--- src/rtl/cable_refl_seq.sv ---
module cable_refl_seq #(
  parameter int          TICKS_PER_MS = 1000,
  parameter logic [15:0] DUR_RESET    = 16'd16000,
  parameter logic [6:0]  TAP_FIRST_RESET = 7'd4,
  parameter logic [6:0]  TAP_LAST_RESET  = 7'd36
) (
  input  logic        clk,
  input  logic        rst_n,
  input  logic        us_tick,
  input  logic        wr_en,
  input  logic [2:0]  wr_addr,
  input  logic [15:0] wr_data,
  input  logic [2:0]  rd_addr,
  output logic [15:0] rd_data,
  input  logic        partner_active,
  input  logic        peak_found,
  input  logic        peak_open,
  input  logic [9:0]  peak_pos,
  output logic        tx_en,
  output logic        tx_level_hi,
  output logic        forced_link,
  output logic [6:0]  tap_first,
  output logic [6:0]  tap_last
);
  localparam int MAX_SIL = 1000 * TICKS_PER_MS;
  localparam int SIL_W   = $clog2(MAX_SIL + 1);
  localparam int CW      = (SIL_W > 16) ? SIL_W : 16;

  typedef enum logic [2:0] {S_IDLE, S_PRE, S_TX, S_POST, S_LINK} state_t;

  state_t         st;
  logic [CW-1:0]  cnt;
  logic [1:0]     pre_code, post_code;
  logic           lvl_hi;
  logic [15:0]    dur;
  logic           done, fail, fail_pend;
  logic [11:0]    fstat;

  function automatic logic [CW-1:0] sil_len(input logic [1:0] code);
    case (code)
      2'd0:    sil_len = '0;
      2'd1:    sil_len = CW'(10 * TICKS_PER_MS);
      2'd2:    sil_len = CW'(100 * TICKS_PER_MS);
      default: sil_len = CW'(1000 * TICKS_PER_MS);
    endcase
  endfunction

  wire ctl_wr    = wr_en && (wr_addr == 3'd0);
  wire soft_rst  = ctl_wr && wr_data[14];
  wire running   = (st == S_PRE) || (st == S_TX) || (st == S_POST);
  wire start_acc = ctl_wr && wr_data[15] && !wr_data[14] && !running;
  wire cnt_zero  = (cnt == '0);

  assign tx_en       = (st == S_TX);
  assign tx_level_hi = tx_en && lvl_hi;
  assign forced_link = (st == S_LINK);

  always_ff @(posedge clk or negedge rst_n) begin
    if (!rst_n) begin
      st        <= S_IDLE;
      cnt       <= '0;
      pre_code  <= 2'd0;
      post_code <= 2'd0;
      lvl_hi    <= 1'b0;
      dur       <= DUR_RESET;
      tap_first <= TAP_FIRST_RESET;
      tap_last  <= TAP_LAST_RESET;
      done      <= 1'b0;
      fail      <= 1'b0;
      fail_pend <= 1'b0;
      fstat     <= '0;
    end else begin
      if (wr_en && wr_addr == 3'd1) begin
        pre_code  <= wr_data[1:0];
        post_code <= wr_data[3:2];
        lvl_hi    <= wr_data[12];
      end
      if (wr_en && wr_addr == 3'd2) begin
        tap_first <= wr_data[6:0];
        tap_last  <= wr_data[14:8];
      end
      if (wr_en && wr_addr == 3'd3) dur <= wr_data;

      if (soft_rst) begin
        st        <= S_IDLE;
        cnt       <= '0;
        done      <= 1'b0;
        fail      <= 1'b0;
        fail_pend <= 1'b0;
        fstat     <= '0;
      end else if (start_acc) begin
        st        <= S_PRE;
        cnt       <= sil_len(pre_code);
        done      <= 1'b0;
        fail      <= 1'b0;
        fail_pend <= 1'b0;
        fstat     <= '0;
      end else begin
        case (st)
          S_PRE:
            if (cnt_zero) begin
              st  <= S_TX;
              cnt <= CW'(dur);
            end else if (us_tick) cnt <= cnt - 1'b1;
          S_TX:
            if (cnt_zero) begin
              st        <= S_POST;
              cnt       <= sil_len(post_code);
              fail_pend <= partner_active;
              fstat     <= partner_active ? 12'd0 : {peak_found, peak_open, peak_pos};
            end else if (us_tick) cnt <= cnt - 1'b1;
          S_POST:
            if (cnt_zero) begin
              st   <= S_LINK;
              done <= 1'b1;
              fail <= fail_pend;
            end else if (us_tick) cnt <= cnt - 1'b1;
          default: ;
        endcase
      end
    end
  end

  always_comb begin
    case (rd_addr)
      3'd0:    rd_data = {14'd0, done, fail};
      3'd1:    rd_data = {3'd0, lvl_hi, 8'd0, post_code, pre_code};
      3'd2:    rd_data = {1'b0, tap_last, 1'b0, tap_first};
      3'd3:    rd_data = dur;
      3'd4:    rd_data = {4'd0, fstat};
      default: rd_data = 16'd0;
    endcase
  end

  p_start_ignored_r9: assert property (@(posedge clk) disable iff (!rst_n)
    (st == S_TX && ctl_wr && wr_data[15] && !wr_data[14]) |=> (st != S_PRE));

  p_start_clears_r9: assert property (@(posedge clk) disable iff (!rst_n)
    start_acc |=> (!done && !fail && st == S_PRE));

  p_tick_gate_r10: assert property (@(posedge clk) disable iff (!rst_n)
    (running && !us_tick && !cnt_zero && !soft_rst) |=> ($stable(cnt) && st == $past(st)));

  p_fail_no_status_r8: assert property (@(posedge clk) disable iff (!rst_n)
    fail |-> (fstat == 12'd0 && done));

  p_done_in_link_r6: assert property (@(posedge clk) disable iff (!rst_n)
    done |-> forced_link);

  p_tx_after_pre_r2: assert property (@(posedge clk) disable iff (!rst_n)
    $rose(tx_en) |-> $past(st) == S_PRE);

  p_soft_reset_r11: assert property (@(posedge clk) disable iff (!rst_n)
    soft_rst |=> (st == S_IDLE && !done && !fail));
endmodule

--- config.mk ---
export PLATFORM = sky130hd
export DESIGN_NAME = cable_refl_seq
export DESIGN_NICKNAME = d
export VERILOG_FILES = /design/src/rtl/cable_refl_seq.sv
export SDC_FILE = /design/constraint.sdc
export NUM_CORES = 1
export LEC_CHECK = 0
export BUFFER_PORTS_ARGS = -buffer_cell sky130_fd_sc_hd__buf_4
export CORE_MARGIN = 2
export CORE_UTILIZATION = 50
export CTS_BUF_LIST = sky130_fd_sc_hd__clkbuf_8
export CTS_CLUSTER_SIZE = 24
export DETAILED_ROUTE_END_ITERATION = 10
export PLACE_DENSITY = 0.72
export SYNTH_ARGS = -nofsm -noshare
export SYNTH_HDL_FRONTEND = slang
export SYNTH_SLANG_ARGS = --single-unit
--- constraint.sdc ---
create_clock -name clk -period 5.4 [get_ports clk]
set_input_delay 0.81 -clock clk [delete_from_list [all_inputs] [get_ports clk]]
set_output_delay 0.81 -clock clk [all_outputs]
set_load 0.05 [all_outputs]
==> results.rst <==
.. list-table::
   :header-rows: 1

   * - Metric
     - Value
   * - Kind of end point of the critical path
     - flop
   * - Power per cell area
     - 400 nW/um2
   * - Post-synthesis sequential area ratio
     - between 40% and 50%
   * - Required @ worst endpoint
     - approximately 5.7 ns
   * - Hold wc startpoint
     - fstat[8]$_DFFE_PN0P_
   * - Sequential share of power
     - around two fifths
   * - Residual DRC
     - 0
   * - DPL Wire Length
     - ~9 mm
   * - Peak VDD IR
     - between 0.2 and 0.25 mV
   * - Detailed-routing iteration count for the pre-antenna-repair pass
     - 5
   * - Clock Root Buffer
     - sky130_fd_sc_hd__clkbuf_8
   * - Final number of hold-violating endpoints
     - 0
   * - Row cnt
     - 33
   * - Post-Syn Instances
     - roughly 430
   * - Async set-or-reset flop fraction in the synthesized netlist
     - 100%
   * - Final GP Congestion
     - 0.934
   * - Starting density of the core
     - between 50% and 60%
   * - Count of hold buffers inserted by post-cts repair
     - 0
   * - CTS tree
     - built
   * - Switching Share
     - about two fifths
   * - Total power of the final layout
     - between 2 and 2.5 mW
   * - Placeable core region
     - slightly above 8000 um2
   * - Hold Path Stages
     - 1
   * - Number of slew-limit violations in the final report
     - 0
   * - Highest fanout seen on the critical path
     - 12
   * - DIE AREA
     - roughly 9200 um2
   * - DRT antenna net count
     - 0
   * - Startpoint class of the critical path
     - flop
   * - Number of DRC violations after detailed-routing iteration 0
     - roughly 310
   * - Clock-pin transition on the worst setup and hold timing paths
     - approximately 0.080 ns
   * - Worst Hold Endpoint
     - fstat[8]$_DFFE_PN0P_
   * - Data arrival time at the worst-slack endpoint
     - approximately 3.6 ns
   * - Static leakage power
     - around 2.2 nW
   * - Count of instances resized after the clock tree is built
     - 0
   * - Via count of the first global-routing pass
     - approximately 3700
   * - Count of boundary I/O pins
     - 72
   * - Number of antenna violations at the first check in global routing
     - 0
   * - Worst rel slew slack
     - roughly a tenth
   * - Source of the worst register-to-register timing path
     - cnt[8]$_DFFE_PN0P_
   * - Cell count of the worst reg-to-reg path
     - 5
   * - Reg2reg setup slack
     - 2.12 ns
   * - Number of antenna diodes
     - 0
   * - RSZ-0062 raised after global routing
     - no
   * - # H-tree levels
     - 3
   * - Clock Tree Buf Depth
     - 2
   * - Worst hold-check slack
     - about 0.52 ns
   * - Crit Path Category
     - flop to flop
   * - Placed Instance Area
     - about 4800 um2
   * - Post-synthesis cell area
     - between 4000 and 5000 um2
   * - Most used flip-flop cell after synthesis
     - sky130_fd_sc_hd__dfrtp_1
   * - Per-cell routed wire length
     - between 20 and 25 um
   * - Final period demand of the worst path
     - between 3 and 4 ns
   * - Clock power frac
     - 23.6%
   * - Commonest non-fill, non-tap cell in the layout
     - sky130_fd_sc_hd__buf_4
   * - Post-placement worst setup slack
     - 2.05 ns
   * - Part of the cycle the worst path needs
     - between 60% and 70%
   * - Width of the die
     - between 90 and 100 um
   * - Slew @ Worst Pin
     - about 1.3 ns
   * - Syn Area/Cell
     - 9.93 um2
   * - Port Buffer Count
     - just over 70
   * - Area growth from synthesis to layout
     - 19.6%
   * - Result of the run
     - complete, no violations
   * - Number of clock sinks seen by CTS
     - 73
   * - Post-detailed-routing wire length
     - ~12 mm
   * - Min-Delay Path Class
     - flop to flop
   * - Total negative slack
     - 0 ns
   * - Clock Skew
     - approximately 0.014 ns
   * - Via-per-instance ratio
     - 6.18
   * - P_int
     - between 1 and 1.5 mW
   * - Final global-route overflow total
     - 0
   * - Number of failing setup endpoints in the final timing report
     - 0
   * - Total of warnings raised by yosys
     - 0
   * - Smallest setup slack after layout
     - 2.12 ns
   * - Most frequent cells in the layout
     - 73 x sky130_fd_sc_hd__buf_4, 64 x sky130_fd_sc_hd__dfrtp_1, 48 x sky130_fd_sc_hd__nand2_1
   * - Synthesized Nets
     - 475
   * - Post-CTS Setup Inserts
     - 0
   * - Aggregate global-route resource usage
     - between 20% and 30%
   * - Source-to-sink clock delay at the later pin of the worst-skew pair
     - ~0.35 ns
   * - Global-route wire length before repair
     - 19.1 mm
   * - Reg2Reg Capture Point
     - fstat[2]$_DFFE_PN0P_
   * - Count of different cell masters after synthesis
     - between 50 and 60
   * - DR vias
     - 3699
   * - Combinational share of power
     - roughly 35%
   * - Flip-flop and latch count after synthesis
     - 73
   * - Net switching power of the design
     - between 0.7 and 0.8 mW
   * - Share of final-layout standard cells stronger than drive strength 1
     - 30.2%
   * - Post-route cell area
     - approximately 5100 um2
   * - EDFF count, synth
     - 0
   * - Number of maximum-capacitance constraint violations
     - 0
   * - Number of buffers inserted during clock tree synthesis
     - 9
   * - Pin count of the biggest net entering global routing
     - 74
   * - Vertical die dimension
     - 96.0 um
   * - F_max
     - about 0.3 GHz
   * - Count of nets after finishing
     - ~540
[power by group through the flow]
| stage | Sequential (mW) | Clock (mW) | Combinational, mW |
|---|---|---|---|
| 2_1_floorplan | 0.863 | 0 | 0.441 |
| 3_3_place_gp | 0.830 | 0 | 0.697 |
| 5_1_grt | 0.846 | 0.508 | 0.774 |
| 6_report | 0.829 | 0.478 | 0.715 |
| 4_1_cts | 0.826 | 0.487 | 0.713 |
| 3_5_place_dp | 0.835 | 0 | 0.709 |
[flip-flops by register name, indices dropped and copies added, names as in the netlist, 2 cells and up]
name and cells:
st 3, tap_first 7, cnt 20, fstat 12, pre_code 2, dur 16
post_code 2, tap_last 7
[critical path, stage by stage (launching register included)]
cell and delay (ns):
sky130_fd_sc_hd__dfrtp_1 0.45, sky130_fd_sc_hd__or4_1 0.65, sky130_fd_sc_hd__nor3_2 0.44, sky130_fd_sc_hd__nand3_1 0.29
sky130_fd_sc_hd__nor3_1 1.10, sky130_fd_sc_hd__a22o_1 0.27
[per-layer routing]
metal / up-vias / track usage, % / routed length (um)
met5: - / 0 / 0
met4: 0 / 12.5 / 389
met3: 30 / 5.48 / 858
met2: 155 / 42.5 / 5510
met1: 1798 / 38.5 / 5360
li1: 1716 / - / -
[cell type report]
| class | count | area [um2] |
|---|---|---|
| repair buffers | 74 | 553 |
| well taps | 105 | 131 |
| inverters | 7 | 26.3 |
| fillers | 702 | 3160 |
| flip-flops and latches | 73 | 1840 |
| clock buffers | 9 | 124 |
| multi-input cells | 324 | 2290 |
| clock inverters | 7 | 96.3 |
[cell families (layout without fill, tap and decap cells)]
family	after synthesis	in the layout	synth area share, %
buffers and inverters	29	97	2.75
multiplexers	46	46	11.9
XOR/XNOR	8	8	1.66
adder cells (fa/ha/maj)	10	10	2.96
AND/OR/NAND/NOR	152	152	18.9
AO/OA/AOI/OAI	108	108	18.4
flip-flops	73	73	43.4
[worst max path at each step]
stage                                  start              endpoint  slack [ns]  cells after the start
after detailed placement          wr_addr[0]  fstat[2]$_DFFE_PN0P_        2.05                      6
after floorplan                   rd_addr[0]           rd_data[11]        1.83                      4
after CTS                 cnt[8]$_DFFE_PN0P_  fstat[2]$_DFFE_PN0P_        2.15                      5
final                     cnt[8]$_DFFE_PN0P_  fstat[2]$_DFFE_PN0P_        2.12                      5
after global routing      cnt[1]$_DFFE_PN0P_  fstat[2]$_DFFE_PN0P_        1.88                      7
after global placement            wr_addr[0]  fstat[3]$_DFFE_PN0P_        2.08                      6
[synthesized netlist by cell type (2+ instances only)]
library cell	count	area, um2
sky130_fd_sc_hd__a211oi_1	3	22.5
sky130_fd_sc_hd__a21o_1	3	22.5
sky130_fd_sc_hd__a21oi_1	12	60.1
sky130_fd_sc_hd__a22o_1	13	114
sky130_fd_sc_hd__a22oi_1	7	52.6
sky130_fd_sc_hd__a31oi_1	7	43.8
sky130_fd_sc_hd__and2_1	2	12.5
sky130_fd_sc_hd__and3_1	2	12.5
sky130_fd_sc_hd__buf_1	2	7.51
sky130_fd_sc_hd__buf_2	6	30.0
sky130_fd_sc_hd__clkbuf_1	14	52.6
sky130_fd_sc_hd__dfrtp_1	64	1600
sky130_fd_sc_hd__dfstp_2	9	236
sky130_fd_sc_hd__ha_1	10	125
sky130_fd_sc_hd__inv_1	7	26.3
sky130_fd_sc_hd__mux2_2	34	383
sky130_fd_sc_hd__mux2i_1	12	120
sky130_fd_sc_hd__nand2_1	48	180
sky130_fd_sc_hd__nand2b_1	4	25.0
sky130_fd_sc_hd__nand3_1	9	45.0
sky130_fd_sc_hd__nand3b_1	2	15.0
sky130_fd_sc_hd__nand4_1	2	12.5
sky130_fd_sc_hd__nand4b_1	4	35.0
sky130_fd_sc_hd__nor2_1	30	113
sky130_fd_sc_hd__nor2b_1	7	43.8
sky130_fd_sc_hd__nor3_1	13	65.1
sky130_fd_sc_hd__nor3_2	3	30.0
sky130_fd_sc_hd__nor4_1	6	37.5
sky130_fd_sc_hd__nor4b_1	4	35.0
sky130_fd_sc_hd__nor4bb_1	3	30.0
sky130_fd_sc_hd__o211a_1	3	30.0
sky130_fd_sc_hd__o21ai_0	25	125
sky130_fd_sc_hd__o221a_2	6	67.6
sky130_fd_sc_hd__o22ai_1	10	62.6
sky130_fd_sc_hd__o2bb2ai_1	3	26.3
sky130_fd_sc_hd__o31ai_1	4	30.0
sky130_fd_sc_hd__or3_1	4	25.0
sky130_fd_sc_hd__or4_1	3	22.5
sky130_fd_sc_hd__xnor2_1	2	17.5
sky130_fd_sc_hd__xor2_1	6	52.6
[through the flow]
stage | util [%] | std cells
global placement | 58.8 | 582
floorplan | - | 426
global route | 61.6 | 599
CTS | 61.5 | 598
finish | 61.6 | 599
detailed placement | 58.8 | 582
(Power assumes the default switching activity.)
